File: src/rtl/dcadd_pkg.sv
package dcadd_pkg;
  typedef enum logic [1:0] {
    SHP_4X4 = 2'd0,
    SHP_4X8 = 2'd1,
    SHP_8X4 = 2'd2,
    SHP_8X8 = 2'd3
  } shape_e;

  // bit 1: width is long side, bit 0: height is long side
  function automatic logic wide_f(input logic [1:0] s);
    return s[1];
  endfunction

  function automatic logic tall_f(input logic [1:0] s);
    return s[0];
  endfunction
endpackage

File: src/rtl/dcadd_scale.sv
module dcadd_scale #(
  parameter int DC_W  = 16,
  parameter int PIX_W = 8
) (
  input  logic [DC_W-1:0]  dc_i,
  input  logic [1:0]       shape_i,
  output logic [PIX_W-1:0] mag_o,
  output logic             neg_o
);
  import dcadd_pkg::*;

  localparam int INT_W = DC_W + 12;
  localparam logic signed [INT_W-1:0] K1   = 1;
  localparam logic signed [INT_W-1:0] K3   = 3;
  localparam logic signed [INT_W-1:0] K4   = 4;
  localparam logic signed [INT_W-1:0] K12  = 12;
  localparam logic signed [INT_W-1:0] K16  = 16;
  localparam logic signed [INT_W-1:0] K17  = 17;
  localparam logic signed [INT_W-1:0] K64  = 64;
  localparam logic signed [INT_W-1:0] KMAX = (1 <<< PIX_W) - 1;

  logic signed [INT_W-1:0] dcx, s1, s2, amag;

  always_comb begin
    dcx = {{(INT_W-DC_W){dc_i[DC_W-1]}}, dc_i};
    // row stage
    if (wide_f(shape_i)) s1 = (dcx * K3 + K1) >>> 1;
    else                 s1 = (dcx * K17 + K4) >>> 3;
    // column stage
    if (!tall_f(shape_i))     s2 = (s1 * K17 + K64) >>> 7;
    else if (!wide_f(shape_i)) s2 = (s1 * K12 + K64) >>> 7;
    else                       s2 = (s1 * K3 + K16) >>> 5;
    neg_o = s2[INT_W-1];
    amag  = neg_o ? -s2 : s2;
    mag_o = (amag > KMAX) ? {PIX_W{1'b1}} : amag[PIX_W-1:0];
  end
endmodule

File: src/rtl/dcadd_sat.sv
module dcadd_sat #(
  parameter int PIX_W = 8
) (
  input  logic [PIX_W-1:0] pix_i,
  input  logic [PIX_W-1:0] mag_i,
  input  logic             neg_i,
  output logic [PIX_W-1:0] pix_o
);
  logic [PIX_W:0] t;

  always_comb begin
    if (neg_i) begin
      t     = {1'b0, pix_i} - {1'b0, mag_i};
      pix_o = t[PIX_W] ? '0 : t[PIX_W-1:0];
    end else begin
      t     = {1'b0, pix_i} + {1'b0, mag_i};
      pix_o = t[PIX_W] ? '1 : t[PIX_W-1:0];
    end
  end
endmodule

File: src/rtl/dc_recon_adder.sv
module dc_recon_adder #(
  parameter int PIX_W    = 8,
  parameter int DC_W     = 16,
  parameter int SHORT_SD = 4,
  parameter int LONG_SD  = 8
) (
  input  logic             clk_i,
  input  logic             rst_ni,
  input  logic [DC_W-1:0]  dc_i,
  input  logic [1:0]       shape_i,
  input  logic             pix_valid_i,
  input  logic [PIX_W-1:0] pix_i,
  output logic             pix_valid_o,
  output logic [PIX_W-1:0] pix_o,
  output logic             blk_end_o
);
  import dcadd_pkg::*;

  localparam int MAX_PIX = LONG_SD * LONG_SD;
  localparam int CNT_W   = $clog2(MAX_PIX);

  logic [CNT_W-1:0] cnt_q;
  logic [PIX_W-1:0] mag_q, new_mag, cur_mag, sum;
  logic             neg_q, new_neg, cur_neg;
  logic [1:0]       shape_q, cur_shape;
  logic             first, last;
  logic [CNT_W:0]   cur_len;

  dcadd_scale #(.DC_W(DC_W), .PIX_W(PIX_W)) u_scale (
    .dc_i(dc_i), .shape_i(shape_i), .mag_o(new_mag), .neg_o(new_neg)
  );

  assign first     = (cnt_q == '0);
  assign cur_mag   = first ? new_mag : mag_q;
  assign cur_neg   = first ? new_neg : neg_q;
  assign cur_shape = first ? shape_i : shape_q;

  always_comb begin
    unique case (cur_shape)
      SHP_4X4: cur_len = (CNT_W+1)'(SHORT_SD * SHORT_SD);
      SHP_8X8: cur_len = (CNT_W+1)'(LONG_SD * LONG_SD);
      default: cur_len = (CNT_W+1)'(SHORT_SD * LONG_SD);
    endcase
  end

  assign last = ({1'b0, cnt_q} == cur_len - 1'b1);

  dcadd_sat #(.PIX_W(PIX_W)) u_sat (
    .pix_i(pix_i), .mag_i(cur_mag), .neg_i(cur_neg), .pix_o(sum)
  );

  always_ff @(posedge clk_i or negedge rst_ni) begin
    if (!rst_ni) begin
      cnt_q   <= '0;
      mag_q   <= '0;
      neg_q   <= 1'b0;
      shape_q <= '0;
    end else if (pix_valid_i) begin
      if (first) begin
        mag_q   <= new_mag;
        neg_q   <= new_neg;
        shape_q <= shape_i;
      end
      cnt_q <= last ? '0 : cnt_q + 1'b1;
    end
  end

  always_ff @(posedge clk_i or negedge rst_ni) begin
    if (!rst_ni) begin
      pix_valid_o <= 1'b0;
      pix_o       <= '0;
      blk_end_o   <= 1'b0;
    end else begin
      pix_valid_o <= pix_valid_i;
      blk_end_o   <= pix_valid_i && last;
      if (pix_valid_i) pix_o <= sum;
    end
  end

  AST_OUT_LATENCY: assert property (@(posedge clk_i) disable iff (!rst_ni)
    pix_valid_o == $past(pix_valid_i));
  AST_END_WITH_DATA: assert property (@(posedge clk_i) disable iff (!rst_ni)
    blk_end_o |-> pix_valid_o);
  AST_CNT_IN_BLOCK: assert property (@(posedge clk_i) disable iff (!rst_ni)
    {1'b0, cnt_q} < cur_len);
  AST_HOLD_PARAMS: assert property (@(posedge clk_i) disable iff (!rst_ni)
    (cnt_q != '0) |=> ($stable(mag_q) && $stable(neg_q) && $stable(shape_q)));
  AST_ADD_NO_WRAP: assert property (@(posedge clk_i) disable iff (!rst_ni)
    (pix_valid_i && !cur_neg) |-> (sum >= pix_i));
  AST_SUB_NO_WRAP: assert property (@(posedge clk_i) disable iff (!rst_ni)
    (pix_valid_i && cur_neg) |-> (sum <= pix_i));
endmodule

File: config.mk
export PLATFORM = sky130hd
export DESIGN_NAME = dc_recon_adder
export DESIGN_NICKNAME = d
export VERILOG_FILES = /design/src/rtl/dcadd_pkg.sv /design/src/rtl/dcadd_scale.sv /design/src/rtl/dcadd_sat.sv /design/src/rtl/dc_recon_adder.sv
export SDC_FILE = /design/constraint.sdc
export NUM_CORES = 1
export LEC_CHECK = 0
export ABC_AREA = 1
export CAP_MARGIN = 10
export CORE_ASPECT_RATIO = 1.5
export CORE_UTILIZATION = 65
export DETAILED_ROUTE_END_ITERATION = 8
export DONT_BUFFER_PORTS = 1
export GPL_TIMING_DRIVEN = 1
export PLACE_DENSITY = 0.87
export REMOVE_ABC_BUFFERS = 1
export SYNTH_ARGS = -nofsm -noshare
export SYNTH_HDL_FRONTEND = slang
export SYNTH_SLANG_ARGS = --single-unit
File: constraint.sdc
create_clock -name clk_i -period 6.1 [get_ports clk_i]
set_input_delay 0.305 -clock clk_i [delete_from_list [all_inputs] [get_ports clk_i]]
set_output_delay 0.305 -clock clk_i [all_outputs]
set_load 0.1 [all_outputs]
==> run summary, run 1 <==
RUN STATUS
--------------------------------------------------------------------------------
Stage at which the run stopped                                      clock tree synthesis (4_1_cts)
Result of the run                                                   aborted with a tool error
Error Message                                                       [ERROR DPL-0033] detailed placement checks failed during check placement.

FLOORPLANNING
--------------------------------------------------------------------------------
Effective utilization at floorplan                                         67.1%
Core Rows                                                                     61
I/O pin count                                                                 39
Die width                                                                 115 um
DIE HEIGHT                                                                172 um

SYNTHESIS
--------------------------------------------------------------------------------
Count of distinct cell types in the synthesized netlist                       54
Average instance area after synthesis                                   6.06 um2
Ys Warns                                                                       0
Most used DFF post-synth                                            sky130_fd_sc_hd__dfrtp_1
Async set or reset register ratio after synthesis                           100%
Post-Synthesis Cells                                                       2,069
Sequential share of the synthesized area                                   5.39%
Mapped Area                                                           12,500 um2
Fraction of post-synthesis cell area in the top cell type by area          24.4%
Leading area contributor after synthesis                            sky130_fd_sc_hd__ha_1
EDFF count, synth                                                              0
Dominant cells by area after synthesis                              sky130_fd_sc_hd__ha_1, sky130_fd_sc_hd__nand2_1, sky130_fd_sc_hd__inv_1
Flip-flop and latch count after synthesis                                     27

CLOCK NETWORK
--------------------------------------------------------------------------------
Number of setup buffers added after CTS                                       71
Count of hold-fix buffers inserted at cts                                      2
Cells resized by post-CTS repair                                             255
Cell at the root of the clock tree                                  sky130_fd_sc_hd__clkbuf_16
Bufs on Longest Clock Path                                                     2
Count of H-tree levels built during CTS                                        1
Sinks on the clock net                                                        27
Cts bufs inserted                                                              3

PLACEMENT
--------------------------------------------------------------------------------
Global placement routability congestion                                     1.08
Standard cell area after detailed placement                           16,500 um2
IO buf count                                                                   0
Half-perimeter wire length after detailed placement                    44,500 um

-- cell usage after synthesis (all sizes together), types with 2 or more instances --
cell type / count
nand2: 585
inv: 338
ha: 245
nor2: 216
nand3: 170
a21oi: 131
o21ai: 96
xor2: 36
nand4: 28
dfrtp: 27
fa: 26
nor3: 25
xnor2: 23
or2: 16
nand3b: 13
buf: 11
clkbuf: 9
o21bai: 8
o31ai: 8
a31oi: 7
o21a: 7
a21o: 5
o211ai: 5
o221ai: 5
and2: 4
clkinv: 4
nor4: 4
a21boi: 2
a311oi: 2
a32o: 2
mux2i: 2
nor3b: 2
-- logic make-up after synthesis --
| logic type | share of synthesized area (%) |
|---|---|
| compound gates | 12.7 |
| xor+xnor | 4.24 |
| fa+ha+maj | 28.6 |
| buf+inv | 11.1 |
| flops | 5.39 |
| mux | 0.160 |
| simple gates | 37.8 |
-- per-stage QoR --
stage          hold WS (ns)  setup slack [ns]  cells  utilization [%]  TNS, ns
3_3_place_gp        0.00995             -2.65   2796             88.1   -28.92
3_5_place_dp        0.00991             -3.34   2796             88.1   -39.58
2_1_floorplan       0.00941             -2.15   2049                -   -19.23
==> inputs of run 2 (changes only) <==
--- a/config.mk
+++ b/config.mk
@@ -7,12 +7,11 @@
 export LEC_CHECK = 0
 export ABC_AREA = 1
 export CAP_MARGIN = 10
-export CORE_ASPECT_RATIO = 1.5
-export CORE_UTILIZATION = 65
+export CORE_UTILIZATION = 40
 export DETAILED_ROUTE_END_ITERATION = 8
 export DONT_BUFFER_PORTS = 1
 export GPL_TIMING_DRIVEN = 1
-export PLACE_DENSITY = 0.87
+export PLACE_DENSITY_LB_ADDON = 0.15
 export REMOVE_ABC_BUFFERS = 1
 export SYNTH_ARGS = -nofsm -noshare
 export SYNTH_HDL_FRONTEND = slang
==> run 2 against run 1 <==
  * The flow now finishes, with violations (design-rule violations, negative setup slack)
  * Synthesized area is the same
  * Synthesized cell count is the same
==> run summary, run 2 <==
CLOCK NETWORK
--------------------------------------------------------------------------------------------------
CTS tree                                                                                       yes
Count of H-tree levels built during CTS                                                          1
Clock transition time at the flip-flop clock pins of the worst setup and hold paths        0.07 ns
Cell at the root of the clock tree                                                    sky130_fd_sc_hd__clkbuf_16
Cts bufs inserted                                                                                3
Bufs on Longest Clock Path                                                                       2
Clock insertion delay at the later pin of the skew report                                  0.26 ns
Sinks on the clock net                                                                          27

SYNTHESIS
--------------------------------------------------------------------------------------------------
Mapped Area                                                                             12,500 um2
Leading area contributor after synthesis                                              sky130_fd_sc_hd__ha_1
Async set or reset register ratio after synthesis                                             100%
Dominant cells by area after synthesis                                                sky130_fd_sc_hd__ha_1, sky130_fd_sc_hd__nand2_1, sky130_fd_sc_hd__inv_1
Fraction of post-synthesis cell area in the top cell type by area                            24.4%
Most common library cells after synthesis                                             sky130_fd_sc_hd__nand2_1, sky130_fd_sc_hd__inv_1, sky130_fd_sc_hd__ha_1, sky130_fd_sc_hd__nor2_1, sky130_fd_sc_hd__nand3_1
Most repeated cell in the gate-level netlist after synthesis                          sky130_fd_sc_hd__nand2_1
EDFF count, synth                                                                                0
Ys Warns                                                                                         0
Post-Synthesis Cells                                                                         2,069
Average instance area after synthesis                                                     6.06 um2
Count of distinct cell types in the synthesized netlist                                         54
Flip-flop and latch count after synthesis                                                       27
Sequential share of the synthesized area                                                     5.39%
Most used DFF post-synth                                                              sky130_fd_sc_hd__dfrtp_1

STA
--------------------------------------------------------------------------------------------------
Worst clock skew                                                                        0.00640 ns
Normalized max-slew margin                                                                   36.7%
Number of failing setup endpoints in the final timing report                                    16
Max Clock Freq                                                                             122 MHz
Final WS setup                                                                            -2.08 ns
Total count of hold-check failures in the final report                                           0
Tcrit/Tclk final                                                                              134%
Crit path time final                                                                       8.18 ns
Slew at the pin closest to its max-slew limit                                             0.949 ns
Worst-case hold slack                                                                    0.0748 ns
Final count of pins violating max slew                                                           0
Unrepaired setup endpoints after global routing                                               true

GLOBAL ROUTE
--------------------------------------------------------------------------------------------------
Number of global-route vias before repair                                                   15,400
Total global routing track utilization                                                       28.2%
Number of antenna violations at the first check in global routing                                0
Global-route wire length before repair                                                   72,400 um
Total grt overflow                                                                               0
Largest net degree at the start of global routing                                               36

WORST HOLD PATH
--------------------------------------------------------------------------------------------------
Worst hold-check path type                                                            input port to register

FINAL LAYOUT
--------------------------------------------------------------------------------------------------
Antenna cell count                                                                               0
Most frequent cells in the layout                                                     sky130_fd_sc_hd__buf_4, sky130_fd_sc_hd__nand2_1, sky130_fd_sc_hd__inv_1
Area of all placed cells without fillers                                                19,500 um2
Synth-to-layout area growth                                                                  55.7%
Commonest non-fill, non-tap cell in the layout                                        sky130_fd_sc_hd__buf_4
Final core area utilization                                                                  63.5%
Fraction of layout cells with a size suffix above 1                                          38.8%
Largest registers                                                                     mag_q: 8 flops, pix_o: 8 flops, cnt_q: 6 flops
Finished Layout Cells                                                                        3,047
Final-stage net count                                                                        2,952

FLOORPLANNING
--------------------------------------------------------------------------------------------------
I/O pin count                                                                                   39
Die width                                                                                   179 um
Effective utilization at floorplan                                                           40.8%
DIE HEIGHT                                                                                  179 um
Area of the core                                                                        30,700 um2
Core Rows                                                                                       64
DIE AREA                                                                                32,100 um2

SETUP PATH
--------------------------------------------------------------------------------------------------
Slowest stage cell on the critical path                                               sky130_fd_sc_hd__fa_2
Worst setup SP type                                                                     input port
Startpoint-to-endpoint class of the critical path                                     input port to register
Worst-path maximum fanout                                                                        4
CP Data Required Time                                                                      6.25 ns
Kind of capture point of the worst setup path                                             register
Maximum single-stage delay on the critical path                                            0.44 ns
Most common cell on crit path                                                         sky130_fd_sc_hd__nand2_1
CP arrival                                                                                 8.33 ns

PLACEMENT
--------------------------------------------------------------------------------------------------
Half-perimeter wire length after detailed placement                                      36,500 um
Standard cell area after detailed placement                                             16,700 um2
Placed Instances                                                                             2,951
IO buf count                                                                                     0
Global placement routability congestion                                                      0.970

RUN STATUS
--------------------------------------------------------------------------------------------------
Result of the run                                                                     finished with violations
Failing checks                                                                        design-rule violations, negative setup slack

DETAILED ROUTING
--------------------------------------------------------------------------------------------------
DR DRC count                                                                                     6
Post-detailed-route via-to-cell ratio                                                         5.06
DRT Wirelength                                                                           45,900 um
Iteration-0 DRC count of the detailed router                                                   739
Number of vias after detailed routing                                                       15,400
Routed wirelength normalized by instance count                                             15.1 um
Post-route antenna net violation count                                                           0
Number of iterations in the first detailed-routing pass                                          8

PWR
--------------------------------------------------------------------------------------------------
Total power divided by cell area                                                        478 nW/um2
Post-route total power                                                                     9.33 mW
Worst VDD drop                                                                          0.000211 V
P_leak                                                                                     10.4 nW

JOB
--------------------------------------------------------------------------------------------------
Number of maximum-capacitance violations                                                         0

-- run 2: cell counts after synthesis --
Identical to the previous run, type by type.
-- run 2: power breakdown --
part,total (mW),switching (mW),internal [mW]
clock network,0.155,0.0651,0.0897
registers,0.519,0.265,0.254
logic,8.65,4.51,4.14
total,9.33,4.84,4.49
-- run 2: layout make-up --
| class | instances | area [um2] |
|---|---|---|
| clock buffers | 4 | 78.8 |
| fillers | 2751 | 11200 |
| inverters | 342 | 1300 |
| multi-input cells | 1681 | 12300 |
| flip-flops and latches | 27 | 676 |
| well taps | 396 | 495 |
| repair buffers | 597 | 4650 |
-- run 2: kinds of logic (layout without fill, tap and decap cells) --
group	count (synthesis)	in the layout	synth area share [%]
simple gates	1065	1066	37.8
fa+ha+maj	271	271	28.6
buf+inv	362	943	11.1
flops	27	27	5.39
compound gates	283	283	12.7
mux	2	2	0.160
xor+xnor	59	59	4.24
-- run 2: worst max-delay path: cells and delay by family --
family / cells / cell delay, ns
buffers and inverters: 14 / 1.02
and+or+nand+nor: 32 / 3.00
AOI/OAI and AO/OA: 12 / 1.43
adders and majority gates: 10 / 2.55
-- run 2: path summary, 6_finish.rpt --
check | startpoint | end | slack [ns] | cells after the start
setup / recovery | dc_i[2] | pix_o[6] | -2.08 | 68
min in group asynchronous | rst_ni | pix_o[3] | 0.48 | 2
hold / removal | pix_valid_i | pix_valid_o | 0.07 | 0
setup reg to reg | cnt_q[0] | pix_o[6] | 2.45 | 26
hold reg to reg | mag_q[4] | mag_q[4] | 0.48 | 2
max in group asynchronous | rst_ni | mag_q[5] | 5.45 | 2
-- run 2: metal layers --
layer  wire (um)  track usage [%]  part of all wire [%]  vias up
met3        1560             2.67                   3.4      128
met1       18600             31.2                    40     7077
met2       23800             54.4                    52      330
met5           0                0                     0        -
li1            -                -                     -     7894
met4        1970             10.8                   4.3        0
-- run 2: timing repair --
| item | CTS | global route |
|---|---|---|
| cloned | 1 | 0 |
| endpoints found under the hold margin | 27 | 0 |
| resized for setup | 275 | 142 |
| hold buffers | 2 | 0 |
| setup endpoints to repair | 17 | 17 |
| pin swaps | 120 | 81 |
| setup buffers | 73 | 21 |
-- run 2: per-stage QoR --
step / worst slack, ns / TNS (ns)
6_report: -2.08 / -21.28
5_1_grt: -2.58 / -28.85
4_1_cts: -1.91 / -19.27
3_5_place_dp: -3.13 / -35.55
3_3_place_gp: -3.03 / -34.66
2_1_floorplan: -2.15 / -19.23
Power figures use the tool's default switching activity.
